==> src/rtl/ahm_pkg.sv <==
package ahm_pkg;

  // Booth digit of the exact section: value = (neg ? -1 : 1) * (two ? 2 : one ? 1 : 0)
  typedef struct packed {
    logic neg;
    logic one;
    logic two;
  } hi_dig_t;

  // High-radix low digit: pick[i] selects 2^(K-4+i); pick == 0 means zero digit
  typedef struct packed {
    logic       neg;
    logic [3:0] pick;
  } lo_dig_t;

  // Number of vectors left after lvl layers of 3:2 compression
  function automatic int tree_count(int ops, int lvl);
    int c;
    c = ops;
    for (int l = 0; l < lvl; l++) c = 2 * (c / 3) + (c % 3);
    return c;
  endfunction

  // Layers needed to bring ops vectors down to two
  function automatic int tree_levels(int ops);
    int c, l;
    c = ops;
    l = 0;
    while (c > 2) begin
      c = 2 * (c / 3) + (c % 3);
      l++;
    end
    return l;
  endfunction

endpackage

==> src/rtl/ahm_recoder.sv <==
module ahm_recoder import ahm_pkg::*; #(
  parameter int N = 16,
  parameter int K = 8
) (
  input  logic                        [N-1:0] y_i,
  output hi_dig_t [(N-K)/2-1:0]               hi_o,
  output lo_dig_t                             lo_o
);
  localparam int H = (N - K) / 2;
  localparam logic [K-1:0] TH_MIN = K'(2 ** (K - 5));
  localparam logic [K-1:0] TH_1   = K'(3 * 2 ** (K - 5));
  localparam logic [K-1:0] TH_2   = K'(3 * 2 ** (K - 4));
  localparam logic [K-1:0] TH_3   = K'(3 * 2 ** (K - 3));

  // exact radix-4 section, windows anchored on bit K-1
  for (genvar j = 0; j < H; j++) begin : g_hi
    logic [2:0] win;
    assign win        = y_i[K+2*j+1 -: 3];
    assign hi_o[j].neg = win[2] & ~(win[1] & win[0]);
    assign hi_o[j].one = win[1] ^ win[0];
    assign hi_o[j].two = (win[2] & ~win[1] & ~win[0]) | (~win[2] & win[1] & win[0]);
  end

  // low high-radix digit, magnitude snapped to a power of two
  logic [K-1:0] lo_bits, lo_mag;
  assign lo_bits = y_i[K-1:0];
  assign lo_mag  = lo_bits[K-1] ? (~lo_bits + K'(1)) : lo_bits;

  always_comb begin
    if (lo_mag < TH_MIN)    lo_o.pick = 4'b0000;
    else if (lo_mag < TH_1) lo_o.pick = 4'b0001;
    else if (lo_mag < TH_2) lo_o.pick = 4'b0010;
    else if (lo_mag < TH_3) lo_o.pick = 4'b0100;
    else                    lo_o.pick = 4'b1000;
    lo_o.neg = lo_bits[K-1] & (lo_mag >= TH_MIN);
  end

  always_comb begin : chk_recode
    int acc, d, m, p;
    acc = int'($signed(lo_bits));
    for (int j2 = 0; j2 < H; j2++) begin
      d = hi_o[j2].two ? 2 : (hi_o[j2].one ? 1 : 0);
      if (hi_o[j2].neg) d = -d;
      acc = acc + d * (1 << (K + 2 * j2));
    end
    AST_HI_SPAN: assert (acc == int'($signed(y_i)))
      else $error("Booth digits plus low value do not rebuild the operand");
    m = int'(lo_mag);
    p = 0;
    for (int i = 0; i < 4; i++) if (lo_o.pick[i]) p = 1 << (K - 4 + i);
    AST_LO_ROUND: assert ((p == 0) ? (2 * m < (1 << (K - 4))) : ((2 * m >= p) && (2 * m < 3 * p)))
      else $error("low digit power is not near its magnitude");
  end

endmodule

==> src/rtl/ahm_ppgen.sv <==
module ahm_ppgen import ahm_pkg::*; #(
  parameter int N = 16,
  parameter int K = 8
) (
  input  logic    [N-1:0]                        a_i,
  input  hi_dig_t [(N-K)/2-1:0]                  hi_i,
  input  lo_dig_t                                lo_i,
  output logic    [(N-K)/2+2:0][2*N-1:0]         rows_o
);
  localparam int H = (N - K) / 2;
  localparam int W = 2 * N;
  localparam int NOPS = H + 3;

  // sum of the top-bit offsets of every row, subtracted once
  function automatic logic [W-1:0] corr_value();
    logic [W-1:0] c;
    c = '0;
    for (int j = 0; j < H; j++) c = c - (W'(1) << (K + 2 * j + N));
    c = c - (W'(1) << (K - 4 + N + 3));
    return c;
  endfunction
  localparam logic [W-1:0] CORR = corr_value();

  for (genvar j = 0; j < H; j++) begin : g_row
    logic [N:0] mult, flip;
    assign mult = hi_i[j].one ? {a_i[N-1], a_i} : (hi_i[j].two ? {a_i, 1'b0} : '0);
    assign flip = mult ^ {(N+1){hi_i[j].neg}};
    assign rows_o[j] = {{(N-1){1'b0}}, ~flip[N], flip[N-1:0]} << (K + 2 * j);
  end

  logic [N+3:0] a_ext, lmult, lflip;
  logic [W-1:0] lo_row, neg_vec;
  assign a_ext = {{4{a_i[N-1]}}, a_i};

  always_comb begin
    case (lo_i.pick)
      4'b0001: lmult = a_ext;
      4'b0010: lmult = a_ext << 1;
      4'b0100: lmult = a_ext << 2;
      4'b1000: lmult = a_ext << 3;
      default: lmult = '0;
    endcase
    lflip  = lmult ^ {(N+4){lo_i.neg}};
    lo_row = {{(N-4){1'b0}}, ~lflip[N+3], lflip[N+2:0]} << (K - 4);
    neg_vec = '0;
    neg_vec[K-4] = lo_i.neg;
    for (int j = 0; j < H; j++) neg_vec[K+2*j] = hi_i[j].neg;
  end

  assign rows_o[H]   = lo_row;
  assign rows_o[H+1] = neg_vec;
  assign rows_o[H+2] = CORR;

  always_comb begin : chk_rows
    logic [W-1:0] tot;
    longint dsum, d;
    tot = '0;
    for (int i = 0; i < NOPS; i++) tot = tot + rows_o[i];
    dsum = 0;
    for (int j = 0; j < H; j++) begin
      d = hi_i[j].two ? 2 : (hi_i[j].one ? 1 : 0);
      if (hi_i[j].neg) d = -d;
      dsum = dsum + d * (longint'(1) << (K + 2 * j));
    end
    for (int i = 0; i < 4; i++)
      if (lo_i.pick[i]) dsum = dsum + (lo_i.neg ? -(longint'(1) << (K - 4 + i)) : (longint'(1) << (K - 4 + i)));
    AST_ROWS_SUM: assert (tot == W'(longint'($signed(a_i)) * dsum))
      else $error("row sum differs from multiplicand times digit value");
  end

endmodule

==> src/rtl/ahm_csa_tree.sv <==
module ahm_csa_tree import ahm_pkg::*; #(
  parameter int W    = 32,
  parameter int NOPS = 7
) (
  input  logic [NOPS-1:0][W-1:0] ops_i,
  output logic [W-1:0]           sum_o,
  output logic [W-1:0]           carry_o
);
  localparam int LEVELS = tree_levels(NOPS);

  for (genvar l = 0; l <= LEVELS; l++) begin : g_lvl
    localparam int C = tree_count(NOPS, l);
    logic [W-1:0] v [C];
    if (l == 0) begin : g_in
      for (genvar i = 0; i < C; i++) begin : g_cp
        assign v[i] = ops_i[i];
      end
    end else begin : g_red
      localparam int PC = tree_count(NOPS, l - 1);
      localparam int G  = PC / 3;
      localparam int R  = PC % 3;
      for (genvar g = 0; g < G; g++) begin : g_fa
        logic [W-1:0] x0, x1, x2;
        assign x0 = g_lvl[l-1].v[3*g];
        assign x1 = g_lvl[l-1].v[3*g+1];
        assign x2 = g_lvl[l-1].v[3*g+2];
        assign v[2*g]   = x0 ^ x1 ^ x2;
        assign v[2*g+1] = ((x0 & x1) | (x0 & x2) | (x1 & x2)) << 1;
      end
      for (genvar r = 0; r < R; r++) begin : g_pass
        assign v[2*G+r] = g_lvl[l-1].v[3*G+r];
      end
    end
  end

  assign sum_o   = g_lvl[LEVELS].v[0];
  assign carry_o = g_lvl[LEVELS].v[1];

  always_comb begin : chk_tree
    logic [W-1:0] tot;
    tot = '0;
    for (int i = 0; i < NOPS; i++) tot = tot + ops_i[i];
    AST_CSA_KEEP: assert (tot == sum_o + carry_o)
      else $error("carry-save tree lost value");
  end

endmodule

==> src/rtl/ahm_prefix_add.sv <==
module ahm_prefix_add #(
  parameter int W = 32
) (
  input  logic [W-1:0] a_i,
  input  logic [W-1:0] b_i,
  output logic [W-1:0] s_o
);
  localparam int ST = $clog2(W);

  logic [W-1:0] gs [ST+1];
  logic [W-1:0] ps [ST];

  assign gs[0] = a_i & b_i;
  assign ps[0] = a_i ^ b_i;

  for (genvar s = 0; s < ST; s++) begin : g_stage
    localparam int D = 1 << s;
    for (genvar i = 0; i < W; i++) begin : g_bit
      if (i >= D) begin : g_mrg
        assign gs[s+1][i] = gs[s][i] | (ps[s][i] & gs[s][i-D]);
        if (s + 1 < ST) begin : g_p
          assign ps[s+1][i] = ps[s][i] & ps[s][i-D];
        end
      end else begin : g_cpy
        assign gs[s+1][i] = gs[s][i];
        if (s + 1 < ST) begin : g_p
          assign ps[s+1][i] = ps[s][i];
        end
      end
    end
  end

  assign s_o = ps[0] ^ {gs[ST][W-2:0], 1'b0};

  always_comb begin
    AST_ADD_EXACT: assert ({gs[ST][W-1], s_o} == {1'b0, a_i} + {1'b0, b_i})
      else $error("prefix adder sum or carry wrong");
  end

endmodule

==> src/rtl/ahm_mult.sv <==
module ahm_mult import ahm_pkg::*; #(
  parameter int N = 16,
  parameter int K = 8
) (
  input  logic           clk_i,
  input  logic           rst_i,
  input  logic [N-1:0]   a_i,
  input  logic [N-1:0]   b_i,
  output logic [2*N-1:0] p_o
);
  localparam int W    = 2 * N;
  localparam int H    = (N - K) / 2;
  localparam int NOPS = H + 3;

  if (K < 6 || K > N - 2 || ((N - K) % 2) != 0) begin : g_bad_cfg
    $error("K must be at least 6, at most N-2, with N-K even");
  end

  hi_dig_t [H-1:0]         hi;
  lo_dig_t                 lo;
  logic [NOPS-1:0][W-1:0]  rows;
  logic [W-1:0]            vsum, vcar, prod;

  ahm_recoder #(.N(N), .K(K)) u_rec (
    .y_i (b_i),
    .hi_o(hi),
    .lo_o(lo)
  );

  ahm_ppgen #(.N(N), .K(K)) u_ppg (
    .a_i   (a_i),
    .hi_i  (hi),
    .lo_i  (lo),
    .rows_o(rows)
  );

  ahm_csa_tree #(.W(W), .NOPS(NOPS)) u_tree (
    .ops_i  (rows),
    .sum_o  (vsum),
    .carry_o(vcar)
  );

  ahm_prefix_add #(.W(W)) u_add (
    .a_i(vsum),
    .b_i(vcar),
    .s_o(prod)
  );

  always_ff @(posedge clk_i) begin
    if (rst_i) p_o <= '0;
    else       p_o <= prod;
  end

  AST_RESET_CLEARS: assert property (@(posedge clk_i) rst_i |=> (p_o == '0));

  AST_EXACT_LOW_ZERO: assert property (@(posedge clk_i) disable iff (rst_i)
    (b_i[K-1:0] == '0) |=> (p_o == W'(longint'($signed($past(a_i))) * longint'($signed($past(b_i))))));

endmodule

==> config.mk <==
export PLATFORM = sky130hd
export DESIGN_NAME = ahm_mult
export DESIGN_NICKNAME = d
export VERILOG_FILES = /design/src/rtl/ahm_pkg.sv /design/src/rtl/ahm_recoder.sv /design/src/rtl/ahm_ppgen.sv /design/src/rtl/ahm_csa_tree.sv /design/src/rtl/ahm_prefix_add.sv /design/src/rtl/ahm_mult.sv
export SDC_FILE = /design/constraint.sdc
export NUM_CORES = 1
export LEC_CHECK = 0
export ABC_AREA = 1
export BUFFER_PORTS_ARGS = -buffer_cell sky130_fd_sc_hd__buf_2
export CAP_MARGIN = 20
export CORE_MARGIN = 5
export CORE_UTILIZATION = 56
export CTS_CLUSTER_SIZE = 25
export DETAILED_ROUTE_END_ITERATION = 8
export PLACE_DENSITY = 0.76
export SYNTH_ARGS = -nofsm -noshare
export SYNTH_HDL_FRONTEND = slang
export SYNTH_SLANG_ARGS = --single-unit
==> constraint.sdc <==
create_clock -name clk_i -period 12.9 [get_ports clk_i]
set_clock_uncertainty 0.1 [all_clocks]
set_input_delay 2.58 -clock clk_i [delete_from_list [all_inputs] [get_ports clk_i]]
set_output_delay 2.58 -clock clk_i [all_outputs]
set_load 0.1 [all_outputs]
# Word-level counts from Yosys, hierarchy flattened
# Index checks and enable logic that the tools add are counted.
# Widths: inputs -> output; s select.
[word_totals]
in_bits = 34
elab_cells = 460
output_inout_bits = 32
reg_bits = 32
[op_classes]
bitwise_logic = 435
n_eq_ne = 4
n_lt_le_gt_ge = 5
addsub = 1
n_mux = 14
[op_table]
columns = ["cell", "n"]
rows = [
  ["$and 31x31->31", 8],
  ["$and 1x1->1", 243],
  ["$xor 32x32->32", 7],
  ["$or 31x31->31", 6],
  ["$mux 17", 8],
  ["$or 1x1->1", 128],
  ["$pmux 20 s4", 1],
  ["$xor 17x17->17", 4],
  ["$or 31x30->31", 2],
  ["$and 31x15->31", 1],
  ["$and 31x24->31", 1],
  ["$or 31x24->31", 1],
  ["$or 31x29->31", 1],
  ["$xor 31x15->31", 1],
  ["$xor 31x24->31", 1],
  ["$and 25x29->29", 1],
  ["$and 27x29->29", 1],
  ["$xor 27x29->29", 1],
  ["$and 25x27->27", 1],
  ["$xor 25x27->27", 1],
  ["$and 24x15->24", 1],
  ["$xor 20x20->20", 1],
  ["$not 1->1", 18],
  ["$mux 4", 4],
  ["other kinds (14)", 17],
]

# Depth between registers and ports, before layout
[logic_depth]
word_depth = 34
ltp_mapped = 33

# Hierarchy
# A second synthesis with hierarchy kept.
[unflattened]
cells_unflattened = 1666
hier_area_um2 = 11164.5
[modules_own_cells]
columns = ["mod", "instances", "seq_area_each_um2", "cells_each", "area_per_inst_um2"]
rows = [
  ["ahm_csa_tree", 1, 0.0, 397, 4008.8],
  ["ahm_ppgen", 1, 0.0, 592, 3438.3],
  ["ahm_prefix_add", 1, 0.0, 494, 2388.5],
  ["ahm_mult", 1, 640.6, 99, 914.6],
  ["ahm_recoder", 1, 0.0, 84, 414.1],
]

# Least setup slack after synthesis
# OpenSTA, ideal clock, no wires.
[synth_path]
kind = "input to register"
from = "input b_i[11]"
to = "register p_o[25]"
setup_slack_ns = 5.918
setup_time_ns = 0.115
arrival_ns = 6.768
n_path_buf = 1
stages = 18
path_cell_list = "ha_1 > nor2_1 > clkinv_1 > buf_2 > xor2_1 > fa_1 > fa_1 > inv_1 > fa_1 > inv_1 > ha_1 > ha_1 > nand2_1 > nor4_1 > a21oi_1 > o21bai_1 > a21oi_1 > o21a_1"
[synth_via]
elab_chain_cells = 29
word_cells_on_any_way = 101
[synth_lines]
columns = ["element", "line_no", "text"]
rows = [
  ["start, declared", "ahm_mult.sv:8", "input logic [N-1:0] b_i,"],
  ["$not 1->1", "ahm_recoder.sv:21", "assign hi_o[j].two = (win[2] & ~win[1] & ~win[0]) | (~win[2] & win[1] & win[0]);"],
  ["$and 1x1->1 (2 in a row)", "ahm_recoder.sv:21", ""],
  ["$or 1x1->1", "ahm_recoder.sv:21", ""],
  ["$mux 17 (2 in a row)", "ahm_ppgen.sv:26", "assign mult = hi_i[j].one ? {a_i[N-1], a_i} : (hi_i[j].two ? {a_i, 1'b0} : '0);"],
  ["$xor 17x17->17", "ahm_ppgen.sv:27", "assign flip = mult ^ {(N+1){hi_i[j].neg}};"],
  ["$and 25x27->27", "ahm_csa_tree.sv:28", "assign v[2*g+1] = ((x0 & x1) | (x0 & x2) | (x1 & x2)) << 1;"],
  ["$or 31x31->31", "ahm_csa_tree.sv:28", ""],
  ["$or 31x29->31", "ahm_csa_tree.sv:28", ""],
  ["(+9 left out)", "-", ""],
  ["$xor 32x32->32 or $and 31x31->31 (tied branches)", "ahm_prefix_add.sv:14, ahm_prefix_add.sv:13", ""],
  ["$and 1x1->1", "ahm_prefix_add.sv:20", "assign gs[s+1][i] = gs[s][i] | (ps[s][i] & gs[s][i-D]);"],
  ["$or 1x1->1", "ahm_prefix_add.sv:20", ""],
  ["$and 1x1->1", "ahm_prefix_add.sv:20", ""],
  ["$or 1x1->1", "ahm_prefix_add.sv:20", ""],
  ["$and 1x1->1", "ahm_prefix_add.sv:20", ""],
  ["$or 1x1->1 (3 in a row)", "ahm_prefix_add.sv:20", ""],
  ["$xor 32x32->32 (*)", "ahm_prefix_add.sv:33", "assign s_o = ps[0] ^ {gs[ST][W-2:0], 1'b0};"],
  ["end signal, assigned", "ahm_mult.sv:51", "else p_o <= prod;"],
  ["end, declared", "ahm_mult.sv:9", "output logic [2*N-1:0] p_o"],
]
# Mark *: on every way between the ends. The rest lies on a longest branch, timed or not.
# A chain may end at the register's enable or synchronous reset.

# Final worst setup path
[layout_path]
from = "input b_i[9]"
to = "register p_o[26]"
[layout_via]
elab_chain_cells = 29
word_cells_on_any_way = 114
[layout_lines]
columns = ["element", "line_no"]
rows = [
  ["$not 1->1", "ahm_recoder.sv:21"],
  ["$and 1x1->1 (2 in a row)", "ahm_recoder.sv:21"],
  ["$or 1x1->1", "ahm_recoder.sv:21"],
  ["$mux 17 (2 in a row)", "ahm_ppgen.sv:26"],
  ["$xor 17x17->17", "ahm_ppgen.sv:27"],
  ["$and 25x27->27 or $and 25x29->29 (tied branches)", "ahm_csa_tree.sv:28"],
  ["$or 31x31->31", "ahm_csa_tree.sv:28"],
  ["$or 31x29->31", "ahm_csa_tree.sv:28"],
  ["(+10 left out)", "-"],
  ["$and 1x1->1 (on tied branches)", "ahm_prefix_add.sv:20, ahm_prefix_add.sv:22"],
  ["$or 1x1->1 or $and 1x1->1 (tied branches)", "ahm_prefix_add.sv:20"],
  ["$and 1x1->1 or $or 1x1->1 (tied branches)", "ahm_prefix_add.sv:20"],
  ["$or 1x1->1 or $and 1x1->1 (tied branches)", "ahm_prefix_add.sv:20"],
  ["$and 1x1->1 or $or 1x1->1 (tied branches)", "ahm_prefix_add.sv:20"],
  ["$or 1x1->1 or $and 1x1->1 (tied branches)", "ahm_prefix_add.sv:20"],
  ["$or 1x1->1 (2 in a row)", "ahm_prefix_add.sv:20"],
  ["$xor 32x32->32 (*)", "ahm_prefix_add.sv:33"],
]
# Marked as above.

==> results_dict.tcl <==
set metrics [dict create \
    status "complete, no violations" \
    top_register "p_o" \
    antenna_found_initial 0 \
    drv_slew 0 \
    maxSlewHeadroom_pct 21.97 \
    finalHoldViolCount 0 \
    setup.worst_path.end_class "flip-flop" \
    synthCells 901 \
    antenna_cells 0 \
    num_rows 38 \
    maxCapViolations 0 \
    wire_per_inst_um 14.96 \
    grt_pass1_vias 5491 \
    worst_slack_ns 5.089 \
    num_vias 5976 \
    ys_types 49 \
    fin_nets 1097 \
    worstSetupPathType "in2reg" \
    gp_congestion 0.9485 \
    initial_core_util_pct 57.48 \
    antenna_left 0 \
    fp.dieH_um 115.7 \
    crit_start "b_i[9]" \
    nFillCells 1086 \
    clk_path_buf_depth 2 \
    place_ws_ns 4.860 \
    min_path_type "in2reg" \
    required_ns 12.99 \
    coreArea_mm2 0.01089 \
    post-route-drc-count 0 \
    grt_pass1_wl_mm 26.88 \
    critPathLaunchType "primary input" \
    grt_max_degree 33 \
    numCtsBuffers 3 \
    hpwlAfterDp_mm 13.17 \
    tightestPinTransition_ns 1.163 \
    numPortBuffers 61 \
    die_w_um 115.7 \
    final_layout_size_suffix_gt1_share_pct 11.49 \
    largest_reg_flops 28 \
    htree_levels 1 \
    rsz0062_at_grt "false" \
    area_growth_pct 6.557 \
    track_usage_pct 24.82 \
    endpoint "p_o[26]" \
    arrival_ns 7.90 \
    synth_ff_type "dfxtp_1" \
    synth.avg_cell_area_um2 6.946 \
    synth.top_cell.area_share_pct 15.79 \
    place_area_mm2 0.006598 \
    largestRegisters "p_o (28)" \
    cts_resized 0 \
    ys_ff_latch 28 \
    post_cts_buffers 0 \
    yosys_warnings 0 \
    setup_violations 0 \
    synth_edf_count 0 \
    cts.sink_count 28 \
    firstDrtPassIters 7 \
    critPathMaxFanout 14 \
    cts_tree "built" \
    tns_ns 0 \
    dieArea_mm2 0.01339 \
    stdcell_area_mm2 0.006669 \
    io_pins 66 \
    clk_pin_slew_ns 0.10 \
    synth_top_cell_by_area "ha_1" \
    period_needed_ns 7.811 \
    drt_iter0_markers 619 \
    fin_util_pct 61.25 \
    fmax_ghz 0.1280 \
    cts_hold_repair.buffers 0 \
    routed_wl_mm 16.16 \
    synth_area_mm2 0.006259 \
    synth_area_leaders "ha_1 16%, fa_1 14%, o21ai_0 11%" \
    synth-seq-area-share_pct 8.956 \
    synth.most_common_cell "nand2_1" \
    viasPerCell 5.533 \
    clockRootBuffer "clkbuf_8" \
    async_flop_share_pct 0 \
    ys_top_cells_by_count "144 x nand2_1, 137 x o21ai_0, 133 x inv_1" \
    grt.overflow.total 0 \
    fin_crit_sh_pct 60.55 \
]
per-stage QoR:
step,hold slack (ns),instances
floorplan,2.635,904
global placement,2.841,1075
detailed placement,2.842,1076
CTS,2.550,1080
global route,2.557,1080
finish,2.551,1080
cell usage in the layout (no fill, tap or decap), types with 8 or more instances in the layout:
| cell type | instances |
|---|---|
| nand2_1 | 144 |
| o21ai_0 | 134 |
| inv_1 | 133 |
| ha_1 | 79 |
| xor2_1 | 66 |
| buf_2 | 61 |
| nor2_1 | 60 |
| a21oi_1 | 45 |
| fa_1 | 43 |
| nand3_1 | 30 |
| dfxtp_1 | 28 |
| o21ai_1 | 17 |
| nand2_2 | 9 |
| o22ai_1 | 8 |
worst max-delay path, cell delays in order:
cell and delay [ns]:
buf_2 0.12, ha_1 0.19, nor2_1 0.43, clkinv_1 0.72, xor2_1 0.38, ha_1 0.33
fa_1 0.49, inv_1 0.05, fa_1 0.47, inv_1 0.04, ha_1 0.27, ha_1 0.35
nand2_1 0.10, nor2_1 0.11, a21oi_1 0.12, o21ai_0 0.53, nand3_1 0.14, nand2_1 0.16
nand2_1 0.08, nand2_1 0.08, a21oi_1 0.06, o21a_1 0.11
per-layer routing:
layer	wire length [um]	global-route usage, %	vias to the layer above	share of wire (%)
met5	0	0	-	0
met4	354	7.347	0	2.2
met3	1332	3.081	20	8.2
met2	7285	39.85	242	45
met1	7185	35.14	2708	44
li1	-	-	3006	-
worst min-delay path by stage:
| stage | from | to | cells past startpoint |
|---|---|---|---|
| floorplan | rst_i | p_o[22] | 2 |
| global placement | rst_i | p_o[5] | 2 |
| detailed placement | rst_i | p_o[8] | 2 |
| CTS | rst_i | p_o[8] | 2 |
| global route | rst_i | p_o[7] | 2 |
| finish | rst_i | p_o[8] | 2 |
area by class of cell:
class                      count  area, um^2  area share, %
multi-input combinational    702        5000          74.97
sequential                    28       560.5          8.405
inverter                     143       541.8          8.124
timing repair buffer          63       320.3          4.803
tap                          140       175.2          2.627
clock buffer                   3       41.29         0.6191
clock inverter                 1       30.03         0.4503
cells by family (layout without fill, tap and decap cells):
logic type / count (synthesis) / in the layout / share of synthesized area (%)
buf+inv: 174 / 210 / 11.34
other cells: 1 / 4 / 0.05992
fa+ha+maj: 122 / 122 / 29.55
compound gates: 230 / 230 / 19.91
simple gates: 277 / 277 / 20.29
flops: 28 / 28 / 8.956
xor+xnor: 69 / 69 / 9.896
Power is left out: the tool's default activity adds up to more than one toggle a clock period on the data nets, which glitch-free logic cannot reach.
